<file path="src/rtl/div_flag_unit.sv">
module div_flag_unit #(
  parameter int W  = 32,
  parameter int HW = 16
) (
  input  logic         clk,
  input  logic         rst_n,
  input  logic         start,
  input  logic [W-1:0] dividend,
  input  logic [W-1:0] divisor,
  input  logic         is_signed,
  input  logic         half_mode,
  input  logic         same_dest,
  input  logic [4:0]   flags_in,
  output logic [W-1:0] quot,
  output logic [W-1:0] rem,
  output logic         quot_we,
  output logic         rem_we,
  output logic [4:0]   flags_out,
  output logic         done,
  output logic         busy
);
  localparam int CW = $clog2(W);
  localparam int FZ = 0;
  localparam int FS = 1;
  localparam int FV = 2;
  localparam int FC = 3;
  localparam int FT = 4;
  localparam logic [W-1:0] MOST_NEG = {1'b1, {(W-1){1'b0}}};

  typedef enum logic [1:0] {S_IDLE, S_RUN, S_FIX} st_t;
  st_t st;

  logic [CW-1:0] cnt;
  logic [W-1:0]  acc, qsh, dmag;
  logic          neg_q, neg_r, zero_r, ovf_r, same_r;
  logic [4:0]    flg_r;

  logic [W-1:0] dvs, amag, bmag, q_fix, r_fix;
  logic         a_neg, b_neg, ovf_in;
  logic [W:0]   trial;

  assign dvs = !half_mode ? divisor :
               is_signed  ? {{(W-HW){divisor[HW-1]}}, divisor[HW-1:0]} :
                            {{(W-HW){1'b0}}, divisor[HW-1:0]};
  assign a_neg  = is_signed & dividend[W-1];
  assign b_neg  = is_signed & dvs[W-1];
  assign amag   = a_neg ? (~dividend + 1'b1) : dividend;
  assign bmag   = b_neg ? (~dvs + 1'b1) : dvs;
  assign ovf_in = is_signed && (dividend == MOST_NEG) && (&dvs);

  assign trial = {acc, qsh[W-1]} - {1'b0, dmag};
  assign q_fix = neg_q ? (~qsh + 1'b1) : qsh;
  assign r_fix = neg_r ? (~acc + 1'b1) : acc;
  assign busy  = (st != S_IDLE);

  always_ff @(posedge clk) begin
    if (!rst_n) begin
      st        <= S_IDLE;
      cnt       <= '0;
      acc       <= '0;
      qsh       <= '0;
      dmag      <= '0;
      neg_q     <= 1'b0;
      neg_r     <= 1'b0;
      zero_r    <= 1'b0;
      ovf_r     <= 1'b0;
      same_r    <= 1'b0;
      flg_r     <= '0;
      quot      <= '0;
      rem       <= '0;
      quot_we   <= 1'b0;
      rem_we    <= 1'b0;
      flags_out <= '0;
      done      <= 1'b0;
    end else begin
      done    <= 1'b0;
      quot_we <= 1'b0;
      rem_we  <= 1'b0;
      unique case (st)
        S_IDLE: if (start) begin
          st     <= S_RUN;
          cnt    <= '0;
          acc    <= '0;
          qsh    <= amag;
          dmag   <= bmag;
          neg_q  <= a_neg ^ b_neg;
          neg_r  <= a_neg;
          zero_r <= (dvs == '0);
          ovf_r  <= ovf_in;
          same_r <= same_dest;
          flg_r  <= flags_in;
        end
        S_RUN: begin
          if (!trial[W]) begin
            acc <= trial[W-1:0];
            qsh <= {qsh[W-2:0], 1'b1};
          end else begin
            acc <= {acc[W-2:0], qsh[W-1]};
            qsh <= {qsh[W-2:0], 1'b0};
          end
          cnt <= cnt + 1'b1;
          if (cnt == CW'(W-1)) st <= S_FIX;
        end
        S_FIX: begin
          st   <= S_IDLE;
          done <= 1'b1;
          if (zero_r) begin
            flags_out     <= flg_r;
            flags_out[FV] <= 1'b1;
          end else begin
            quot          <= q_fix;
            rem           <= r_fix;
            rem_we        <= 1'b1;
            quot_we       <= !same_r;
            flags_out[FZ] <= (q_fix == '0);
            flags_out[FS] <= q_fix[W-1];
            flags_out[FV] <= ovf_r;
            flags_out[FC] <= flg_r[FC];
            flags_out[FT] <= flg_r[FT];
          end
        end
        default: st <= S_IDLE;
      endcase
    end
  end


  done_pulse_chk: assert property (@(posedge clk) disable iff (!rst_n)
    done |=> !done);


  done_after_busy_chk: assert property (@(posedge clk) disable iff (!rst_n)
    done |-> !busy && $past(busy));


  we_with_done_chk: assert property (@(posedge clk) disable iff (!rst_n)
    (quot_we || rem_we) |-> done);


  quot_needs_rem_chk: assert property (@(posedge clk) disable iff (!rst_n)
    quot_we |-> rem_we);


  no_write_means_ov_chk: assert property (@(posedge clk) disable iff (!rst_n)
    (done && !rem_we) |-> flags_out[FV]);


  zero_flag_chk: assert property (@(posedge clk) disable iff (!rst_n)
    (done && quot_we) |-> (flags_out[FZ] == (quot == '0)));


  sign_flag_chk: assert property (@(posedge clk) disable iff (!rst_n)
    (done && quot_we) |-> (flags_out[FS] == quot[W-1]));


  overflow_result_chk: assert property (@(posedge clk) disable iff (!rst_n)
    (done && quot_we && flags_out[FV]) |-> (quot == MOST_NEG && rem == '0));
endmodule

</file>
<file path="config.mk">
export PLATFORM = sky130hd
export DESIGN_NAME = div_flag_unit
export DESIGN_NICKNAME = d
export VERILOG_FILES = /design/src/rtl/div_flag_unit.sv
export SDC_FILE = /design/constraint.sdc
export NUM_CORES = 1
export LEC_CHECK = 0
export BUFFER_PORTS_ARGS = -buffer_cell sky130_fd_sc_hd__buf_2
export CORE_UTILIZATION = 59
export DETAILED_ROUTE_END_ITERATION = 10
export PLACE_DENSITY = 0.9
export SLEW_MARGIN = 20
export SYNTH_ARGS = -nofsm -noshare
export SYNTH_HDL_FRONTEND = slang
export SYNTH_SLANG_ARGS = --single-unit
</file>
<file path="constraint.sdc">
create_clock -name clk -period 3.5 [get_ports clk]
set_clock_uncertainty 0.15 [all_clocks]
set_input_delay 0.7 -clock clk [delete_from_list [all_inputs] [get_ports clk]]
set_output_delay 0.7 -clock clk [all_outputs]
set_load 0.01 [all_outputs]
</file>
; After elaboration in Yosys (flattened, before gate mapping)
; Cells that the tools add are included.
[totals]
elab_cells = 74
register_bits = 185
inputBits = 75
out_inout_bits = 73
[op_classes]
add_sub_neg = 6
n_reduce_logical = 15
mux = 20
eq_ne = 6
bitwise = 10
[ops]
columns = operator, n
row1 = 32-bit 2-to-1 mux, 9
row2 = "32-bit by 1-bit adder with 32-bit output, second input constant", 4
row3 = 32-bit NOT, 4
row4 = 32-bit case mux with 2 select lines, 2
row5 = 32-bit logical NOT, 2
row6 = 33-bit by 32-bit subtractor with 33-bit output, 1
row7 = "32-bit equality test, second input constant", 1
row8 = 32-bit AND reduction, 1
row9 = 5-bit case mux with 2 select lines, 1
row10 = 2-bit AND reduction, 5
row11 = "5-bit by 1-bit adder with 5-bit output, second input constant", 1
row12 = "5-bit equality test, second input constant", 1
row13 = 5-bit 2-to-1 mux, 1
row14 = 2-bit 2-to-1 mux, 2
row15 = "2-bit != test, second input constant", 2
row16 = 2-bit case mux with 2 select lines, 1
row17 = 2-bit nonzero test, 2
row18 = 1-bit 2-to-1 mux, 3
row19 = 3-bit 2-to-1 mux, 1
row20 = 1-bit NOT, 3
row21 = 3-bit OR reduction, 1
row22 = 1-bit AND, 2
row23 = "2-bit by 1-bit equality test with 1-bit output, second input constant", 1
row24 = "2-bit equality test, second input constant", 1
row25 = other kinds (4), 5

; Depth between registers and ports, before layout
; Gate-level depths: netlist of the first run.
[logic_depth]
depth_word = 5
mapped_depth = 12
ltp_nobuf = 11

; Least setup slack after synthesis of the first run
; OpenSTA, ideal clock, no wires.
[synth_path]
path_kind = input to register
startpoint = input port dividend[13]
endpoint = register qsh[27]
setup_time_ps = 74
setup_slack_ps = 392
required_ps = 3276
n_path_buf = 0
cell_stages = 8
arrival_ps = 2883
path_cell_list = or4_1 > or4_1 > nor4_1 > and3_1 > nor2_1 > xor2_1 > nand2_1 > a31oi_1
[synth_via]
elab_chain_cells = 5
[synth_rtl]
columns = item, line_no
row1 = "start, declared", 8  ; input logic [W-1:0] dividend,
row2 = 32-bit NOT, 47  ; assign amag = a_neg ? (~dividend + 1'b1) : dividend;
row3 = 32-bit by 1-bit adder with 32-bit output, 47
row4 = 32-bit 2-to-1 mux, 47
row5 = 32-bit 2-to-1 mux, 80  ; S_IDLE: if (start) begin
row6 = 32-bit case mux with 2 select lines, 79  ; unique case (st)
row7 = "end signal, assigned", 84  ; qsh <= amag;
row8 = "end signal, assigned", 96  ; qsh <= {qsh[W-2:0], 1'b1};
row9 = "end signal, assigned", 99  ; qsh <= {qsh[W-2:0], 1'b0};
row10 = "end, declared", 34  ; logic [W-1:0] acc, qsh, dmag;
; Every way passes these cells. The select of a mux whose other input is x is not followed.
; A chain may end at the register's enable or synchronous reset.

; Worst setup path after layout of the first run
[layout_path]
startpoint = register qsh[31]
endpoint = register acc[31]
[layout_via]
elab_chain_cells = 3
[layout_rtl]
columns = item, line_no
row1 = 33-bit by 32-bit subtractor with 33-bit output, 51  ; assign trial = {acc, qsh[W-1]} - {1'b0, dmag};
row2 = 32-bit 2-to-1 mux, 94  ; if (!trial[W]) begin
row3 = 32-bit case mux with 2 select lines, 79
row4 = "end signal, assigned", 95  ; acc <= trial[W-1:0];
row5 = "end signal, assigned", 98  ; acc <= {acc[W-2:0], qsh[W-1]};
row6 = "end, declared", 34
; Every way passes these cells.

==> reports/metrics.yaml, run 1 <==
cts_tree: "built"
syn-mean-instance-area_um2: 7.62
syn_area_um2: 11800
reg2regPathDepth: 12
grt_start_max_net_pins: 124
yosys-top-cells-area: "dfxtp_1 31%, xor2_1 6.5%, nand2_1 5.8%"
dr.pass1.iters: 6
drive_above_1_share_pct: 14.0
grt_pass1_wl_um: 50600
fmax_mhz: 305
diodes: 0
post-dp-hpwl_um: 23200
antenna_found_initial: 0
synth.most_common_cell: "dfxtp_1"
grt-ovfl-total: 0
routed-wl-met3_um: 2810
synth_top_area_share_pct: 31.2
nets: 1757
slowest_stage: "fa_1"
synth_edf_count: 0
finalCriticalPeriod_ps: 3280
power_density_nw_per_um2: 825
h-tree-depth: 4
cts_made_buffers: 17
synthArstFlopShare_pct: 0
drv_cap: 0
tightest_slew_ps: 930
clk_latency_ps: 440
totalWireLength_um: 31600
wl_met2_um: 13500
die_area_um2: 20600
path_cells: "inv_1 > ha_1 > fa_1 > nand2b_1 > a21o_1 > a211o_1 > a21o_1 > a21o_1 > nand3_1 > buf_12 > nand2_1 > o221ai_1"
fin_hold_ws_ps: 308
p_leak_nw: 5.47
route.detailed.wl_per_inst_um: 16.5
clkTransAtPathRegs_ps: 70
status: "completed"
final.period_utilization_pct: 93.8
crit_path_max_incr_delay_ps: 410
numClockSinks: 184
timing.setup.tns_ps: 0
synth.distinct_cells: 70
synthTopCellsByCount: "184 x dfxtp_1, 182 x nand2_1, 167 x nor2_1"
num_vias: 11600
syn_nets: 1666
hold_path.class: "flip-flop to flip-flop"
endpoint: "acc[31]$_SDFFE_PN0P_"
grt_pass1_vias: 10300
synth-simple-area-share_pct: 21.1
synth-seq-cells: 184
drcViolationCount: 0
final_antenna_net_count: 0
power.internal_mw: 6.13
slew_violations: 0
pwr-share-seq_pct: 24.4
clockRootBuffer: "clkbuf_16"
post_cts_buffers: 0
crit_required_ps: 3700
synth_top_family_by_area: "compound AO/OA/AOI/OAI gates"
cp_num_cells: 12
cp-startpoint: "qsh[31]$_SDFFE_PN0P_"
clock_power_share_pct: 17.5
yosysWarnings: 0
cts_resized: 0
p_sw_mw: 4.88
r2r_end: "acc[31]$_SDFFE_PN0P_"
initial_core_util_pct: 60.6
gp_congestion: 0.942
vdd_drop_max_uv: 971
syn2layout_area_growth_pct: 13.0
synthAdderAreaFrac_pct: 4.30
synth-main-ff-cell: "dfxtp_1"
rsz0062_at_grt: "no"
p_sw_share_pct: 44.3
place_ws_ps: 228
synth_compound_area_share_pct: 24.9
cp_common_cell: "a21o_1"
maxSlewHeadroom_pct: 37.7
first_iter_violations: 1149
worst_slack_ps: 218
postLayoutCoreUtil_pct: 68.4
critical_path.top_delay_family: "compound AO/OA/AOI/OAI gates"
synth_xor_area_share_pct: 10.0
critPathLaunchType: "flip-flop"
cts_hold_buf: 0
power_frac_comb_pct: 58.1
critPathKind: "flip-flop to flip-flop"
synth.yosys.seq_area_share_pct: 31.2
setup_viol: 0
hold_viol: 0
yosysTopAreaCell: "dfxtp_1"
fp.dieW_um: 144
rows: 51
gr-usage-all-layers_pct: 30.7
via_per_inst: 6.06
cp.buffers_inverters: 2
critPathCaptureType: "flip-flop"
path_max_fanout: 28
rrSetupSlack_ps: 220
clk_path_buf_depth: 2
top_layer: "met4"
reg2reg_from: "qsh[31]$_SDFFE_PN0P_"
placedCellCount: 1888
worstPathArrival_ps: 3490
netlist_instances: 1551
m1WireLength_um: 14600
coreArea_um2: 19500
io_pins: 148
instances_no_fill: 1919
port_buffers: 146
synthMuxAreaShare_pct: 3.05
die_h_um: 144
==> power groups by stage <==
stage          logic [mW]  clock network (mW)  registers [mW]
5_1_grt              7.00                2.01            2.72
4_1_cts              6.31                1.93            2.67
6_report             6.40                1.93            2.69
2_1_floorplan        4.97                   0            2.57
3_3_place_gp         6.11                   0            2.69
3_5_place_dp         6.26                   0            2.71
==> flip-flops by register name, indices dropped and copies added (netlist names), 2 cells and up <==
signal and flops:
quot 32, acc 32, flg_r 4, cnt 5, flags_out 5, st 2, qsh 32, rem 32
dmag 32
==> worst min-delay path: stages (launching register included) <==
cell and delay (ps):
dfxtp_1 310, nand2_1 50, a21oi_1 50
==> cell families after synthesis <==
logic type,count (synthesis)
buf+inv,169
mux,36
simple gates,539
compound gates,448
xor+xnor,135
flops,184
fa+ha+maj,40
==> cell usage in the layout, fill, tap and decap left out, types with 13 or more instances in the layout <==
cell,Yosys,routed
dfxtp_1,184,184
nand2_1,182,182
nor2_1,167,165
buf_2,4,146
a21oi_1,106,106
o21ai_0,89,89
xor2_1,88,88
a211oi_1,79,79
inv_1,62,62
xnor2_1,47,47
ha_1,39,39
mux2i_1,36,36
nor3_1,30,29
a22oi_1,29,29
buf_4,0,29
nand2b_1,26,26
nand4_1,26,26
nand3_1,25,25
o31ai_1,21,21
clkbuf_16,0,17
a21o_1,14,14
or3_1,13,13
nor4_1,13,13
==> cell type report <==
class | instances | area (µm²)
Multi-Input combinational cell | 1198 | 7520
Fill cell | 1621 | 6160
Sequential cell | 184 | 3680
Timing Repair Buffer | 178 | 1010
Clock buffer | 18 | 439
Tap cell | 265 | 332
Inverter | 63 | 239
Clock inverter | 13 | 145
==> per-layer routing <==
metal  vias to the layer above  GRT usage (%)
met1                      5327           44.1
met5                         -              0
met4                         0           10.5
met2                       514           46.3
met3                        59           4.77
li1                       5728              -
==> worst min-delay path by stage <==
stage                               start               endpoint  slack [ps]  cells past startpoint
floorplan             same_r$_SDFFE_PN0P_     quot_we$_SDFF_PP0_         240                      1
global placement       ovf_r$_SDFFE_PN0P_     ovf_r$_SDFFE_PN0P_         290                      2
detailed placement  flg_r[3]$_SDFFE_PN0P_  flg_r[3]$_SDFFE_PN0P_         300                      2
CTS                 flg_r[3]$_SDFFE_PN0P_  flg_r[3]$_SDFFE_PN0P_         310                      2
global route        flg_r[3]$_SDFFE_PN0P_  flg_r[3]$_SDFFE_PN0P_         330                      2
finish              flg_r[3]$_SDFFE_PN0P_  flg_r[3]$_SDFFE_PN0P_         310                      2
==> per-stage QoR <==
stage | area, µm² | power (mW)
floorplan | 11800 | 7.54
global placement | 12800 | 8.81
detailed placement | 12800 | 8.98
CTS | 13400 | 10.9
global route | 13400 | 11.7
finish | 13400 | 11.0
Power figures use the tool's default switching activity.
==> run 2, diff against run 1 <==
--- a/config.mk
+++ b/config.mk
@@ -6,6 +6,7 @@
 export NUM_CORES = 1
 export LEC_CHECK = 0
 export BUFFER_PORTS_ARGS = -buffer_cell sky130_fd_sc_hd__buf_2
+export CORE_ASPECT_RATIO = 0.6
 export CORE_UTILIZATION = 59
 export DETAILED_ROUTE_END_ITERATION = 10
 export PLACE_DENSITY = 0.9
==> run 2 against run 1 <==
Clock power decreased by 5%. Die area about the same. Non-clock buffer count increased by 26. First-iteration DRC count rose by 51%. Global-route usage up 4.4 points. Combinational power is 6.1% higher. Maximum frequency down 3.4%. Cell count rose by 1.5%. Largest cell class unchanged. Highest routed layer unchanged.
==> reports/metrics.yaml, run 2 (synthesis results as in run 1) <==
status: "completed"  # unchanged
worstPathArrival_ps: 3620  # was 3490 ps
numClockSinks: 184  # unchanged
die_area_um2: 20600  # about the same
critPathKind: "flip-flop to flip-flop"  # unchanged
syn2layout_area_growth_pct: 14.2  # was 13.0%
die_h_um: 112  # was 144 µm
cts_made_buffers: 17  # unchanged
hp-start: "dmag[28]$_SDFFE_PN0P_"  # was flg_r[3]$_SDFFE_PN0P_
drive_above_1_share_pct: 15.3  # was 14.0%
vdd_drop_max_uv: 919  # was 971 µV
grt_start_max_net_pins: 124  # unchanged
slew_violations: 0  # unchanged
nets: 1783  # was 1,757
cts_tree: "built"  # unchanged
r2r_end: "flags_out[0]$_SDFFE_PN0P_"  # was acc[31]$_SDFFE_PN0P_
antenna_found_initial: 0  # unchanged
critPathCaptureType: "flip-flop"  # unchanged
postLayoutCoreUtil_pct: 69.9  # was 68.4%
post-dp-hpwl_um: 27700  # was 23,200 µm
hold_viol: 0  # unchanged
reg2reg_from: "qsh[16]$_SDFFE_PN0P_"  # was qsh[31]$_SDFFE_PN0P_
gr-usage-all-layers_pct: 35.1  # was 30.7%
holdPathEnd: "dmag[28]$_SDFFE_PN0P_"  # was flg_r[3]$_SDFFE_PN0P_
finalCriticalPeriod_ps: 3400  # was 3280 ps
post_cts_buffers: 0  # unchanged
clockRootBuffer: "clkbuf_16"  # unchanged
fillers: 1651  # was 1,621
fmax_mhz: 294  # was 305 MHz
fp.dieW_um: 185  # was 144 µm
maxSlewHeadroom_pct: 27.1  # was 37.7%
crit_required_ps: 3720  # was 3700 ps
instances_no_fill: 1947  # was 1,919
io_pins: 148  # unchanged
dr.pass1.iters: 6  # unchanged
drv_cap: 0  # unchanged
reg2regPathDepth: 8  # was 12
hold_path.class: "flip-flop to flip-flop"  # unchanged
timing.setup.tns_ps: 0  # unchanged
layout_common_cells: "184 x dfxtp_1, 182 x nand2_1, 166 x nor2_1"  # was 184 x dfxtp_1, 182 x nand2_1, 165 x nor2_1
clk_latency_ps: 450  # was 440 ps
grt-ovfl-total: 0  # unchanged
holdPathStages: 2  # unchanged
clkTransAtPathRegs_ps: 70  # about the same
setup_viol: 0  # unchanged
grt_pass1_vias: 10400  # was 10,300
cts_hold_buf: 0  # unchanged
initial_core_util_pct: 61.2  # was 60.6%
path_max_fanout: 6  # was 28
via_per_inst: 6.22  # was 6.06
totalWireLength_um: 36200  # was 31,600 µm
h-tree-depth: 4  # unchanged
placedCellCount: 1915  # was 1,888
critPathLaunchType: "flip-flop"  # unchanged
coreArea_um2: 19300  # was 19,500 µm²
port_buffers: 146  # unchanged
clk_path_buf_depth: 2  # unchanged
route.detailed.wl_per_inst_um: 18.6  # was 16.5 µm
rsz0062_at_grt: "no"  # unchanged
num_vias: 12100  # was 11,600
rrSetupSlack_ps: 100  # was 220 ps
grt_pass1_wl_um: 56600  # was 50,600 µm
drcViolationCount: 0  # unchanged
rows: 39  # was 51
gp_congestion: 0.981  # was 0.942
final_common_cell: "dfxtp_1"  # unchanged
tightest_slew_ps: 1090  # was 930 ps
power_mw: 11.3  # was 11.0 mW
p_leak_nw: 5.59  # was 5.47 nW
power_density_nw_per_um2: 834  # was 825 nW/µm²
diodes: 0  # unchanged
final.period_utilization_pct: 97.1  # was 93.8%
first_iter_violations: 1730  # was 1,149
final_antenna_net_count: 0  # unchanged
==> run 2: how the worst max path moves through the flow <==
stage                               startpoint                         to  slack, ps  depth (start not counted)
after floorplan                   dividend[13]       qsh[27]$_SDFFE_PN0P_        390                          8
after CTS                  qsh[1]$_SDFFE_PN0P_  flags_out[0]$_SDFFE_PN0P_        160                          8
after detailed placement          dividend[13]       qsh[27]$_SDFFE_PN0P_        110                          9
after global placement            dividend[13]       qsh[27]$_SDFFE_PN0P_        180                          9
final                     qsh[16]$_SDFFE_PN0P_  flags_out[0]$_SDFFE_PN0P_        100                          8
after global routing      qsh[31]$_SDFFE_PN0P_       acc[28]$_SDFFE_PN0P_         40                         12
==> run 2: worst max-delay path: stages (launching register included) <==
cell	delay [ps]
dfxtp_1	390
or4_1	700
nor4_4	300
nand3_2	200
o41ai_2	270
xor2_1	380
nand4_1	150
or4_1	590
o31ai_2	180
==> run 2: metal layers <==
| layer | global-route usage (%) | wire length, µm |
|---|---|---|
| met1 | 56.4 | 17100 |
| met2 | 43.9 | 13200 |
| met3 | 11.9 | 5680 |
| met4 | 5.45 | 254 |
| met5 | 0 | 0 |
==> run 2: where the power goes <==
| group | leakage (nW) | switching [mW] | internal, mW |
|---|---|---|---|
| sequential | 1.50 | 0.323 | 2.31 |
| clock | 0.262 | 0.910 | 0.926 |
| combinational | 3.83 | 3.98 | 2.81 |
| total | 5.59 | 5.22 | 6.05 |
==> run 2: cell type report <==
class                           count  area, µm²  area share [%]
Clock buffer                       18        429            3.18
Clock inverter                     14        113           0.834
Inverter                           63        239            1.77
Multi-Input combinational cell   1198       7520            55.7
Sequential cell                   184       3680            27.3
Tap cell                          266        333            2.46
Timing Repair Buffer              204       1190            8.82
==> run 2: what timing repair did <==
item                                    4_1_cts  5_1_grt
gates resized for setup                       0        1
endpoints found under the setup margin        0        1
hold endpoints to repair                      0        0
==> run 2: per-stage QoR <==
stage	instance area [µm²]	hold WS [ps]	setup WS (ps)
2_1_floorplan	11800	242	392
3_3_place_gp	13000	289	177
3_5_place_dp	13000	299	107
4_1_cts	13500	308	157
5_1_grt	13500	331	43.1
6_report	13500	308	101
